[config.mk]
export PLATFORM = sky130hd
export DESIGN_NAME = bank_divnet
export DESIGN_NICKNAME = d
export VERILOG_FILES = /design/src/rtl/divnet_pkg.sv /design/src/rtl/divnet_src_tick.sv /design/src/rtl/divnet_prediv.sv /design/src/rtl/divnet_half_div.sv /design/src/rtl/divnet_stop_gate.sv /design/src/rtl/bank_divnet.sv
export SDC_FILE = /design/constraint.sdc
export NUM_CORES = 1
export LEC_CHECK = 0
export BUFFER_PORTS_ARGS = -buffer_cell sky130_fd_sc_hd__buf_2
export CAP_MARGIN = 20
export CORE_MARGIN = 2
export CORE_UTILIZATION = 40
export CTS_BUF_LIST = sky130_fd_sc_hd__clkbuf_2 sky130_fd_sc_hd__clkbuf_4 sky130_fd_sc_hd__clkbuf_8
export CTS_CLUSTER_DIAMETER = 60
export DETAILED_ROUTE_END_ITERATION = 6
export GPL_TIMING_DRIVEN = 0
export SETUP_SLACK_MARGIN = 0.2
export SLEW_MARGIN = 40
export SYNTH_ARGS = -nofsm -noshare
export SYNTH_HDL_FRONTEND = slang
export SYNTH_SLANG_ARGS = --single-unit
[constraint.sdc]
create_clock -name clk -period 2.9 [get_ports clk]
set_input_delay 0.435 -clock clk [delete_from_list [all_inputs] [get_ports clk]]
set_output_delay 0.435 -clock clk [all_outputs]
set_load 0.05 [all_outputs]
[src/rtl/divnet_pkg.sv]
package divnet_pkg;

    localparam int CNT_W    = 3;
    localparam int PRE_W    = 2;
    localparam int NUM_DIV  = 4;
    localparam int NUM_BANK = 3;
    localparam int FB_IDX   = 3;

    typedef enum logic [1:0] {
        KIND_AB = 2'd0,
        KIND_C  = 2'd1,
        KIND_FB = 2'd2
    } div_kind_e;

    typedef struct packed {
        logic       a;
        logic       b;
        logic       c;
        logic [1:0] fb;
    } sel_set_t;

    // Half period, counted in pre-divided steps.
    function automatic logic [CNT_W-1:0] post_half(div_kind_e kind, logic [1:0] code);
        logic [CNT_W-1:0] h;
        case (kind)
            KIND_AB: h = code[0] ? CNT_W'(2) : CNT_W'(1);
            KIND_C:  h = code[0] ? CNT_W'(3) : CNT_W'(2);
            default: begin
                case (code)
                    2'd0:    h = CNT_W'(2);
                    2'd1:    h = CNT_W'(4);
                    2'd2:    h = CNT_W'(3);
                    default: h = CNT_W'(6);
                endcase
            end
        endcase
        return h;
    endfunction

    function automatic div_kind_e kind_of(int idx);
        if (idx == FB_IDX) return KIND_FB;
        if (idx == 2)      return KIND_C;
        return KIND_AB;
    endfunction

endpackage

[src/rtl/divnet_src_tick.sv]
module divnet_src_tick (
    input  logic clk,
    input  logic rst,
    input  logic pll_en_i,
    input  logic ref_sel_i,
    input  logic vco_i,
    input  logic ref0_i,
    input  logic ref1_i,
    output logic tick_o
);
    logic src_w;
    logic s1_q;
    logic s2_q;

    always_comb begin
        if (pll_en_i) src_w = vco_i;
        else          src_w = ref_sel_i ? ref1_i : ref0_i;
    end

    // During reset both stages follow the source, so release makes no false edge.
    always_ff @(posedge clk) begin
        if (rst) begin
            s1_q <= src_w;
            s2_q <= src_w;
        end else begin
            s1_q <= src_w;
            s2_q <= s1_q;
        end
    end

    assign tick_o = s1_q & ~s2_q;
endmodule

[src/rtl/divnet_prediv.sv]
module divnet_prediv
    import divnet_pkg::*;
(
    input  logic clk,
    input  logic rst,
    input  logic dbl_i,
    input  logic tick_i,
    output logic pre_tick_o
);
    logic [PRE_W-1:0] cnt_q;
    logic             dbl_q;
    logic [PRE_W-1:0] last_w;
    logic             wrap_w;

    assign last_w = dbl_q ? PRE_W'(3) : PRE_W'(1);
    assign wrap_w = tick_i && (cnt_q == last_w);

    always_ff @(posedge clk) begin
        if (rst) begin
            cnt_q <= '0;
            dbl_q <= dbl_i;
        end else if (tick_i) begin
            if (wrap_w) begin
                cnt_q <= '0;
                dbl_q <= dbl_i;
            end else begin
                cnt_q <= cnt_q + PRE_W'(1);
            end
        end
    end

    assign pre_tick_o = wrap_w;
endmodule

[src/rtl/divnet_half_div.sv]
module divnet_half_div
    import divnet_pkg::*;
#(
    parameter div_kind_e KIND = KIND_AB
) (
    input  logic       clk,
    input  logic       rst,
    input  logic       pre_tick_i,
    input  logic [1:0] code_i,
    output logic       div_o,
    output logic [1:0] code_q_o
);
    logic [CNT_W-1:0] cnt_q;
    logic [CNT_W-1:0] half_w;
    logic [1:0]       code_q;
    logic             div_q;
    logic             wrap_w;

    assign half_w = post_half(KIND, code_q);
    assign wrap_w = pre_tick_i && (cnt_q == half_w - CNT_W'(1));

    always_ff @(posedge clk) begin
        if (rst) begin
            cnt_q  <= '0;
            div_q  <= 1'b0;
            code_q <= code_i;
        end else if (pre_tick_i) begin
            if (wrap_w) begin
                cnt_q <= '0;
                div_q <= ~div_q;
                // New ratio only at the end of a full cycle.
                if (div_q) code_q <= code_i;
            end else begin
                cnt_q <= cnt_q + CNT_W'(1);
            end
        end
    end

    assign div_o    = div_q;
    assign code_q_o = code_q;
endmodule

[src/rtl/divnet_stop_gate.sv]
module divnet_stop_gate (
    input  logic clk,
    input  logic rst,
    input  logic stop_req_i,
    input  logic div_i,
    output logic q_o
);
    logic div_d_q;
    logic parked_q;
    logic fell_w;

    assign fell_w = div_d_q & ~div_i;

    // The park state changes only right after a falling edge, while the divided
    // clock sits low for at least two more cycles.
    always_ff @(posedge clk) begin
        if (rst) begin
            div_d_q  <= 1'b0;
            parked_q <= stop_req_i;
        end else begin
            div_d_q <= div_i;
            if (fell_w) parked_q <= stop_req_i;
        end
    end

    assign q_o = div_i & ~parked_q;
endmodule

[src/rtl/bank_divnet.sv]
module bank_divnet
    import divnet_pkg::*;
#(
    parameter int NUM_A = 5,
    parameter int NUM_B = 5,
    parameter int NUM_C = 4
) (
    input  logic             clk,
    input  logic             rst,
    input  logic             vco_clk_i,
    input  logic             ref0_i,
    input  logic             ref1_i,
    input  logic             ref_sel_i,
    input  logic             pll_en_i,
    input  logic             rate_dbl_i,
    input  logic             sel_a_i,
    input  logic             sel_b_i,
    input  logic             sel_c_i,
    input  logic [1:0]       fb_sel_i,
    input  logic             clk_stop_n_i,
    input  logic             mr_oe_n_i,
    output logic [NUM_A-1:0] qa_o,
    output logic [NUM_B-1:0] qb_o,
    output logic [NUM_C-1:0] qc_o,
    output logic             fb_o,
    output logic [3:0]       oe_o
);
    logic                core_rst;
    logic                tick_w;
    logic                pre_tick_w;
    logic                oe_q;
    sel_set_t            sel_w;
    logic [1:0]          code_w   [NUM_DIV];
    logic [1:0]          code_q_w [NUM_DIV];
    logic [NUM_DIV-1:0]  div_w;
    logic [NUM_BANK-1:0] bank_w;

    assign core_rst = rst | ~mr_oe_n_i;

    assign sel_w.a  = sel_a_i;
    assign sel_w.b  = sel_b_i;
    assign sel_w.c  = sel_c_i;
    assign sel_w.fb = fb_sel_i;

    assign code_w[0]      = {1'b0, sel_w.a};
    assign code_w[1]      = {1'b0, sel_w.b};
    assign code_w[2]      = {1'b0, sel_w.c};
    assign code_w[FB_IDX] = sel_w.fb;

    divnet_src_tick u_src (
        .clk       (clk),
        .rst       (core_rst),
        .pll_en_i  (pll_en_i),
        .ref_sel_i (ref_sel_i),
        .vco_i     (vco_clk_i),
        .ref0_i    (ref0_i),
        .ref1_i    (ref1_i),
        .tick_o    (tick_w)
    );

    divnet_prediv u_pre (
        .clk        (clk),
        .rst        (core_rst),
        .dbl_i      (rate_dbl_i),
        .tick_i     (tick_w),
        .pre_tick_o (pre_tick_w)
    );

    for (genvar i = 0; i < NUM_DIV; i++) begin : g_div
        localparam div_kind_e K = kind_of(i);
        divnet_half_div #(.KIND(K)) u_div (
            .clk        (clk),
            .rst        (core_rst),
            .pre_tick_i (pre_tick_w),
            .code_i     (code_w[i]),
            .div_o      (div_w[i]),
            .code_q_o   (code_q_w[i])
        );
    end

    for (genvar b = 0; b < NUM_BANK; b++) begin : g_gate
        divnet_stop_gate u_gate (
            .clk        (clk),
            .rst        (core_rst),
            .stop_req_i (~clk_stop_n_i),
            .div_i      (div_w[b]),
            .q_o        (bank_w[b])
        );
    end

    always_ff @(posedge clk) begin
        oe_q <= ~core_rst;
    end

    assign qa_o = {NUM_A{bank_w[0] & oe_q}};
    assign qb_o = {NUM_B{bank_w[1] & oe_q}};
    assign qc_o = {NUM_C{bank_w[2] & oe_q}};
    assign fb_o = div_w[FB_IDX] & oe_q;
    assign oe_o = {4{oe_q}};
endmodule

==> results.sh, run 1 <==
export IMPL_n_fill_cell=371
export IMPL_slew_headroom_pct=54.24
export IMPL_vias=1236
export IMPL_cp_slowest_cell="edfxtp_1"
export IMPL_dr_pass1_iters=4
export IMPL_core_mm2=0.003744
export IMPL_die_width_um=67.08
export IMPL_rows=22
export IMPL_insertion_delay_ps=290
export IMPL_first_iter_violations=53
export IMPL_start_util_pct=42.51
export IMPL_worst_setup_path_end_kind="register"
export IMPL_crit_path_max_incr_delay_ps=400
export IMPL_holdWs_ps=320.8
export IMPL_finalSetupViolations=0
export IMPL_r2r_end="g_div[3].u_div.code_q_o[0]$_DFFE_PP_"
export IMPL_ys_types=34
export IMPL_numClockSinks=33
export IMPL_cp_cell_sequence="xor2_1 -> or2_4 -> buf_6 -> buf_4 -> o31ai_1"
export IMPL_powerDensity_mw_per_mm2=492.3
export IMPL_grt_pass1_wl_um=5202
export IMPL_status="finished clean"
export IMPL_dpl_hpwl_um=2222
export IMPL_areaGrowthSynthToFinish_pct=20.52
export IMPL_io_pins=34
export IMPL_fin_crit_ps=1943
export IMPL_crit_start="u_pre.dbl_q$_DFFE_PP_"
export IMPL_crit_type="reg -> reg"
export IMPL_viasPerCell=4.866
export IMPL_setup_tns_ps=0
export IMPL_cts_root_buffer_cell="clkbuf_8"
export IMPL_ys_top_cells_by_count="24 x dfxtp_1, 16 x a21oi_1, 16 x buf_4"
export IMPL_finalHoldViolCount=0
export IMPL_diodes=0
export IMPL_wl_um=3023
export IMPL_nets=226
export IMPL_clkTransAtPathRegs_ps=70
export IMPL_synth_edf_count=9
export IMPL_yosys_top_cells_area="dfxtp_1 30%, edfxtp_1 17%, buf_4 7.5%"
export IMPL_yosys_area_top_type_share_pct=30.19
export IMPL_cap_viol_max_count=0
export IMPL_hp_class="in -> reg"
export IMPL_h_tree_depth=2
export IMPL_grt_usage_pct=16.00
export IMPL_syn_cell_area_mm2=0.001592
export IMPL_place_congestion=0.7537
export IMPL_worstPathRequired_ps=2850
export IMPL_drv_slew=0
export IMPL_fin_crit_sh_pct=67.00
export IMPL_final_antenna_net_count=0
export IMPL_cts_resized=0
export IMPL_r2r_slack_ps=960
export IMPL_start_kind="register"
export IMPL_wl_per_cell_um=11.90
export IMPL_ir_drop_mv=0.2581
export IMPL_grt_overflow_total=0
export IMPL_synth_nets=186
export IMPL_ys_seq_area_share_pct=47.17
export IMPL_p_leak_nw=0.8365
export IMPL_cp_max_fo=10
export IMPL_async_reset_ff_share_pct=0
export IMPL_grt_pass1_vias=1182
export IMPL_critPathCapture="g_div[3].u_div.code_q_o[0]$_DFFE_PP_"
export IMPL_die_h_um=67.08
export IMPL_drive_above_1_share_pct=30.10
export IMPL_cts_max_path_buffers=2
export IMPL_drc=0
export IMPL_netlist_instances=165
export IMPL_port_buffer_count=33
export IMPL_floorplan_die_area_mm2=0.004499
export IMPL_synth_ff_type="dfxtp_1"
export IMPL_synth_most_common_cell="dfxtp_1"
export IMPL_antenna_found_initial=0
export IMPL_fmax_mhz=514.7
export IMPL_grt_max_degree=11
export IMPL_rr_startpoint="u_pre.dbl_q$_DFFE_PP_"
export IMPL_ys_ff_latch=33
export IMPL_reg2regPathDepth=5
export IMPL_rsz0062_at_grt="false"
export IMPL_yosysTopAreaCell="dfxtp_1"
export IMPL_ys_warn_count=0
export IMPL_tightest_slew_ps=683.9
export IMPL_avgSynthCellArea_um2=9.646
export IMPL_cts_hold_buf=0
export IMPL_cts_buffers=5
export IMPL_cts_tree="done"
export IMPL_cts_setup_buffers=0
export IMPL_arrival_ps=1890
export IMPL_finalClockSkew_ps=3.764
[final cells by class]
type                            count  area, µm²  area share, %
Buffer                             19      138.9          7.241
Timing Repair Buffer               33      165.2          8.611
Sequential cell                    33      750.7          39.14
Multi-Input combinational cell    101      656.9          34.25
Clock inverter                      1      5.005         0.2609
Tap cell                           48      60.06          3.131
Clock buffer                        7      96.34          5.023
Inverter                           12      45.04          2.348
[how the worst min path moves through the flow]
| stage | to | start | slack, ps | cells past startpoint |
|---|---|---|---|---|
| 2_1_floorplan | g_div[0].u_div.cnt_q[1]$_SDFFE_PP0P_ | g_div[0].u_div.cnt_q[1]$_SDFFE_PP0P_ | 450 | 2 |
| 3_3_place_gp | g_div[0].u_div.cnt_q[1]$_SDFFE_PP0P_ | g_div[0].u_div.cnt_q[1]$_SDFFE_PP0P_ | 460 | 2 |
| 3_5_place_dp | g_div[0].u_div.cnt_q[1]$_SDFFE_PP0P_ | g_div[0].u_div.cnt_q[1]$_SDFFE_PP0P_ | 480 | 2 |
| 4_1_cts | g_div[3].u_div.code_q_o[0]$_DFFE_PP_ | fb_sel_i[0] | 310 | 1 |
| 5_1_grt | g_div[0].u_div.code_q_o[0]$_DFFE_PP_ | sel_a_i | 300 | 1 |
| 6_report | g_div[3].u_div.code_q_o[0]$_DFFE_PP_ | fb_sel_i[0] | 320 | 1 |
[critical path, delay by kind of cell (launching register included)]
| family | cells | cell delay, ps |
|---|---|---|
| AOI/OAI and AO/OA | 1 | 380 |
| DFF | 1 | 400 |
| buffers and inverters | 2 | 310 |
| xor gates and xnor gates | 1 | 230 |
| and+or+nand+nor | 1 | 290 |
[state kept, by name, summed over array words and instances, names as in the netlist]
signal	flops
g_div.u_div.cnt_q	12
g_div.u_div.code_q_o	5
g_div.u_div.div_o	4
g_gate.u_gate.div_d_q	3
g_gate.u_gate.parked_q	3
oe_q	1
u_pre.cnt_q	2
u_pre.dbl_q	1
u_src.s1_q	1
u_src.s2_q	1
[power breakdown]
part	switching (mW)	total, mW	internal (mW)
registers	0.00879	0.496	0.488
clock network	0.165	0.380	0.214
logic	0.0400	0.0682	0.0282
total	0.214	0.944	0.730
[layer usage]
layer | vias up | track usage [%] | share of wire [%]
met2 | 37 | 27.97 | 48
met5 | - | 0 | 0
met4 | 0 | 7.653 | 2.2
met3 | 6 | 5.068 | 6.5
met1 | 554 | 17.28 | 44
li1 | 639 | - | -
[stage by stage]
step / util, % / cells / worst slack [ps] / power, mW / instance area (µm²)
global placement: 48.53 / 246 / 981.7 / 0.5723 / 1817
floorplan: - / 165 / 888.1 / 0.5524 / 1592
CTS: 51.24 / 254 / 933.7 / 0.9582 / 1918
finish: 51.24 / 254 / 957.0 / 0.9444 / 1918
global route: 51.24 / 254 / 812.0 / 0.9860 / 1918
detailed placement: 48.53 / 246 / 938.9 / 0.5750 / 1817
[placed cells by master (no fill, tap or decap), types with 5 or more instances in the layout]
cell type / count
o21ai_0: 10
nor2_1: 10
a21oi_1: 16
xnor2_1: 5
buf_2: 33
inv_1: 11
nand2_1: 15
clkbuf_8: 7
dfxtp_1: 24
buf_4: 16
ha_1: 6
edfxtp_1: 9
[kinds of logic (layout without fill, tap and decap cells)]
kind of cell    count (synthesis)  after routing  synth area share [%]
compound gates                 33             33                 12.34
xor+xnor                        8              8                 4.403
fa+ha+maj                       6              6                 4.717
buf+inv                        31             72                 11.56
flops                          33             33                 47.17
mux                             2              2                 1.336
simple gates                   52             52                 18.48
(Power assumes the default switching activity.)
==> run 2: changes to the inputs <==
- clock period: 2.9 -> 1.7 ns (I/O delays scaled with it)
==> run 2 against run 1 <==
Effect of this change:
- routed wire length rose by 16%
- combinational power rose by 120%
- clock power up 100%
- clock skew is 2.2 ps higher
==> results.sh, run 2 (synthesis gave the netlist of run 1 again) <==
export IMPL_powerDensity_mw_per_mm2=765.7
export IMPL_finalHoldViolCount=0
export IMPL_final_antenna_net_count=0
export IMPL_cts_root_buffer_cell="clkbuf_8"
export IMPL_vias=1310
export IMPL_wl_per_cell_um=13.20
export IMPL_antenna_found_initial=0
export IMPL_h_tree_depth=2
export IMPL_slew_headroom_pct=60.66
export IMPL_diodes=0
export IMPL_io_pins=34
export IMPL_clkTransAtPathRegs_ps=70
export IMPL_p_leak_nw=0.9477
export IMPL_rows=22
export IMPL_critical_path_buf_inv_count=1
export IMPL_worstPathRequired_ps=1920
export IMPL_fin_crit_sh_pct=99.32
export IMPL_largest_register_ffs=12
export IMPL_numPlacedInstances=246
export IMPL_cap_viol_max_count=0
export IMPL_drive_above_1_share_pct=48.17
export IMPL_floorplan_die_area_mm2=0.004499
export IMPL_start_kind="register"
export IMPL_cp_max_fo=3
export IMPL_insertion_delay_ps=290
export IMPL_drc=0
export IMPL_n_fill_cell=325
export IMPL_cts_max_path_buffers=2
export IMPL_dr_pass1_iters=4
export IMPL_final_cell_mix="29 x buf_4, 20 x dfxtp_1, 19 x buf_2"
export IMPL_cp_slowest_cell="edfxtp_1"
export IMPL_finalClockSkew_ps=5.957
export IMPL_worst_setup_path_end_kind="register"
export IMPL_wl_um=3510
export IMPL_tightest_slew_ps=590.1
export IMPL_grt_usage_pct=17.10
export IMPL_areaGrowthSynthToFinish_pct=45.60
export IMPL_finalPower_mw=1.774
export IMPL_crit_path_max_incr_delay_ps=470
export IMPL_ir_drop_mv=0.4844
export IMPL_rsz0062_at_grt="true"
export IMPL_first_iter_violations=50
export IMPL_grt_pass1_wl_um=5616
export IMPL_numClockSinks=33
export IMPL_dpl_hpwl_um=2402
export IMPL_start_util_pct=42.51
export IMPL_grt_overflow_total=0
export IMPL_port_buffer_count=33
export IMPL_cts_tree="done"
export IMPL_holdWs_ps=136.2
export IMPL_fin_crit_ps=1688
export IMPL_stdcell_count=266
export IMPL_viasPerCell=4.925
export IMPL_core_mm2=0.003744
export IMPL_nets=238
export IMPL_grt_pass1_vias=1281
export IMPL_hp_class="in -> reg"
export IMPL_drv_slew=0
export IMPL_final_common_cell="buf_4"
export IMPL_fmax_mhz=592.2
export IMPL_finalSetupViolations=0
export IMPL_arrival_ps=1910
export IMPL_place_congestion=0.7442
export IMPL_cts_hold_buf=0
export IMPL_cts_buffers=5
export IMPL_crit_type="reg -> reg"
export IMPL_die_width_um=67.08
export IMPL_cp_cell_sequence="xor2_4 -> or2_4 -> buf_6 -> or4_4 -> a21oi_2"
export IMPL_die_h_um=67.08
export IMPL_largest_register="g_div.u_div.cnt_q"
export IMPL_grt_max_degree=12
export IMPL_cp_top_family="simple AND/OR/NAND/NOR gates"
export IMPL_status="finished clean"
==> run 2: cell types whose count changed in the layout (fill, tap and decap cells not counted), sizes merged <==
cell / change
buf: +10
clkinv: -1
clkbuf: +1
clkinvlp: +1
bufinv: +1
==> run 2: power by group <==
group	switching, mW	internal (mW)
Sequential	0.0200	0.832
Combinational	0.0818	0.0710
Clock	0.293	0.476
Total	0.395	1.38
==> run 2: worst paths after layout <==
path / start / end / slack [ps] / depth (start not counted)
max: u_pre.dbl_q$_DFFE_PP_ / g_div[2].u_div.cnt_q[2]$_SDFFE_PP0P_ / 10 / 5
min: rate_dbl_i / u_pre.dbl_q$_DFFE_PP_ / 140 / 1
max reg2reg: u_pre.dbl_q$_DFFE_PP_ / g_div[2].u_div.cnt_q[2]$_SDFFE_PP0P_ / 10 / 5
min reg2reg: g_div[0].u_div.cnt_q[2]$_SDFFE_PP0P_ / g_div[0].u_div.cnt_q[2]$_SDFFE_PP0P_ / 490 / 2
==> run 2: per-layer routing <==
layer	GRT usage (%)	wire, µm
met1	17.92	1504
met2	31.31	1811
met3	5.236	147
met4	6.888	46
met5	0	0
==> run 2: final cells by class <==
type                            count  area, µm²  area share, %
Buffer                             19      146.4          6.317
Clock buffer                        6      82.58          3.564
Clock inverter                      2      37.54          1.620
Inverter                           12      45.04          1.944
Multi-Input combinational cell    101      824.5          35.58
Sequential cell                    33      755.7          32.61
Tap cell                           48      60.06          2.592
Timing Repair Buffer               45      365.4          15.77
==> run 2: metrics by stage <==
step	util, %	setup TNS (ps)	setup WS (ps)	cell area (µm²)
6_report	61.90	0	11.50	2317
3_5_place_dp	49.63	-265.1	-69.83	1858
3_3_place_gp	49.63	-111.5	-31.03	1858
4_1_cts	58.56	-66.91	-26.67	2192
2_1_floorplan	-	0	82.66	1633
5_1_grt	61.90	-196.3	-42.73	2317
==> run 2: timing repair <==
action                     4_1_cts  5_1_grt
resized for setup               35       24
setup buffers                    8        3
setup endpoints to repair       35       36
gates cloned                     1        0
pin swaps                       14       10
==> run 3: changes to the inputs <==
- clock period: 1.7 -> 1.9 ns (I/O delays scaled with it)
==> run 3 against run 2 <==
Effect of this change:
- sequential share of layout area grew 2.8 points
- non-clock buffer count decreased by 2
- routed wire length down 11%
- hold slack better by 40 ps
- final cell count decreased by 0.75%
- via count down 0.92%
- setup slack gained 200 ps
- global-route usage decreased by 1.1 points
- largest cell class unchanged
- highest routed layer unchanged
==> results.sh, run 3 (synthesis gave the netlist of run 1 again) <==
export IMPL_fin_crit_sh_pct=88.83
export IMPL_seqPwrFrac_pct=53.7
export IMPL_cts_hold_buf=0
export IMPL_critPathCapture="g_div[2].u_div.cnt_q[2]$_SDFFE_PP0P_"
export IMPL_internal_power_mw=1.092
export IMPL_crit_start="u_pre.dbl_q$_DFFE_PP_"
export IMPL_drc=0
export IMPL_die_h_um=67.08
export IMPL_drive_above_1_share_pct=39.35
export IMPL_place_congestion=0.7450
export IMPL_reg2regPathDepth=5
export IMPL_p_comb_share_pct=9.1
export IMPL_die_width_um=67.08
export IMPL_largest_register_ffs=12
export IMPL_slew_headroom_pct=64.57
export IMPL_port_buffer_count=33
export IMPL_fin_crit_ps=1688
export IMPL_numClockSinks=33
export IMPL_worstPathRequired_ps=2110
export IMPL_dpl_hpwl_um=2188
export IMPL_crit_type="reg -> reg"
export IMPL_numPlacedInstances=246
export IMPL_core_mm2=0.003744
export IMPL_cap_viol_max_count=0
export IMPL_r2r_end="g_div[2].u_div.cnt_q[2]$_SDFFE_PP0P_"
export IMPL_cts_buffers=5
export IMPL_start_util_pct=42.51
export IMPL_finalHoldViolCount=0
export IMPL_largest_register="g_div.u_div.cnt_q"
export IMPL_finalSetupViolations=0
export IMPL_arrival_ps=1900
export IMPL_hp_class="in -> reg"
export IMPL_wl_um=3109
export IMPL_grt_overflow_total=0
export IMPL_cts_tree="done"
export IMPL_floorplan_die_area_mm2=0.004499
export IMPL_rr_startpoint="u_pre.dbl_q$_DFFE_PP_"
export IMPL_antenna_found_initial=0
export IMPL_setup_tns_ps=0
export IMPL_ir_drop_mv=0.3750
export IMPL_powerDensity_mw_per_mm2=667.0
export IMPL_cp_max_fo=4
export IMPL_cts_root_buffer_cell="clkbuf_8"
export IMPL_swShare_pct=23.02
export IMPL_r2r_slack_ps=210
export IMPL_finalClockSkew_ps=3.918
export IMPL_final_cell_mix="28 x buf_2, 23 x buf_4, 22 x dfxtp_1"
export IMPL_diodes=0
export IMPL_p_sw_mw=0.3264
export IMPL_insertion_delay_ps=280
export IMPL_p_leak_nw=0.8929
export IMPL_clkTransAtPathRegs_ps=60
export IMPL_worst_setup_path_end_kind="register"
export IMPL_drv_slew=0
export IMPL_post_route_util_pct=56.78
export IMPL_final_common_cell="buf_2"
export IMPL_wl_per_cell_um=11.78
export IMPL_io_pins=34
export IMPL_viasPerCell=4.917
export IMPL_areaGrowthSynthToFinish_pct=33.57
export IMPL_first_iter_violations=27
export IMPL_grt_pass1_wl_um=5209
export IMPL_dpl_instance_area_mm2=0.001827
export IMPL_dr_pass1_iters=4
export IMPL_final_antenna_net_count=0
export IMPL_fmax_mhz=592.5
export IMPL_vias=1298
export IMPL_h_tree_depth=2
export IMPL_tightest_slew_ps=531.4
export IMPL_cts_max_path_buffers=2
export IMPL_grt_pass1_vias=1207
export IMPL_status="finished clean"
export IMPL_final_area_mm2=0.002126
export IMPL_start_kind="register"
export IMPL_nets=236
export IMPL_stdcell_count=264
export IMPL_grt_max_degree=11
export IMPL_rsz0062_at_grt="true"
export IMPL_clock_power_share_pct=37.2
export IMPL_grt_usage_pct=15.97
export IMPL_rows=22
==> run 3: cell count changes in the layout (fill, tap and decap cells not counted), moves of 3 or more <==
cell      change
nand2_2       -5
a21oi_1       +5
nand2_1       +7
clkbuf_4      +3
buf_4         -6
buf_2         +9
buf_6         -5
a21oi_2       -5
==> run 3: metal layers <==
metal,vias to the layer above,track usage (%),part of all wire [%]
li1,653,-,-
met1,600,17.63,43
met2,42,27.35,50
met3,3,5.236,6.1
met4,0,7.653,1.0
met5,-,0,0
==> run 3: critical path: stages, from the launching register on <==
cell and delay (ps):
edfxtp_1 450, xor2_4 200, or2_4 250, buf_6 120, or4_4 470, a21oi_2 130
==> run 3: area by class of cell <==
class / instances / area [µm²]
Multi-Input combinational cell: 101 / 760.7
Tap cell: 48 / 60.06
Timing Repair Buffer: 43 / 269.0
Fill cell: 337 / 1618
Inverter: 12 / 45.04
Clock inverter: 2 / 8.758
Buffer: 19 / 146.4
Sequential cell: 33 / 753.2
Clock buffer: 6 / 82.58
==> run 3: through the flow <==
step / hold WS (ps) / worst slack, ps / total power [mW]
finish: 176.2 / 212.2 / 1.418
global route: 166.1 / 185.0 / 1.492
CTS: 163.9 / 144.4 / 1.427
detailed placement: 463.8 / 47.73 / 0.8790
global placement: 462.7 / 62.52 / 0.8747
floorplan: 383.9 / 239.3 / 0.8443
==> run 3: worst min path at each step <==
stage                                         start                                    to  slack, ps  cells after the start
2_1_floorplan                               sel_a_i  g_div[0].u_div.code_q_o[0]$_DFFE_PP_        380                      0
3_3_place_gp   g_div[1].u_div.cnt_q[1]$_SDFFE_PP0P_  g_div[1].u_div.cnt_q[1]$_SDFFE_PP0P_        460                      2
3_5_place_dp                             rate_dbl_i                 u_pre.dbl_q$_DFFE_PP_        460                      1
4_1_cts                                     sel_b_i  g_div[1].u_div.code_q_o[0]$_DFFE_PP_        160                      1
5_1_grt                                 fb_sel_i[0]  g_div[3].u_div.code_q_o[0]$_DFFE_PP_        170                      1
6_report                                fb_sel_i[0]  g_div[3].u_div.code_q_o[0]$_DFFE_PP_        180                      1
==> run 3: power by group through the flow <==
stage / Sequential, mW / Clock, mW / Combinational (mW)
after floorplan: 0.771 / 0 / 0.0737
after detailed placement: 0.774 / 0 / 0.105
after global placement: 0.773 / 0 / 0.102
after global routing: 0.764 / 0.586 / 0.142
final: 0.761 / 0.527 / 0.129
after CTS: 0.760 / 0.553 / 0.115
==> run 3: what timing repair did <==
| action | in CTS | in global routing |
|---|---|---|
| buffers inserted | 7 | 3 |
| pin swaps | 2 | 6 |
| endpoints found under the setup margin | 5 | 25 |
| gates resized for setup | 5 | 19 |
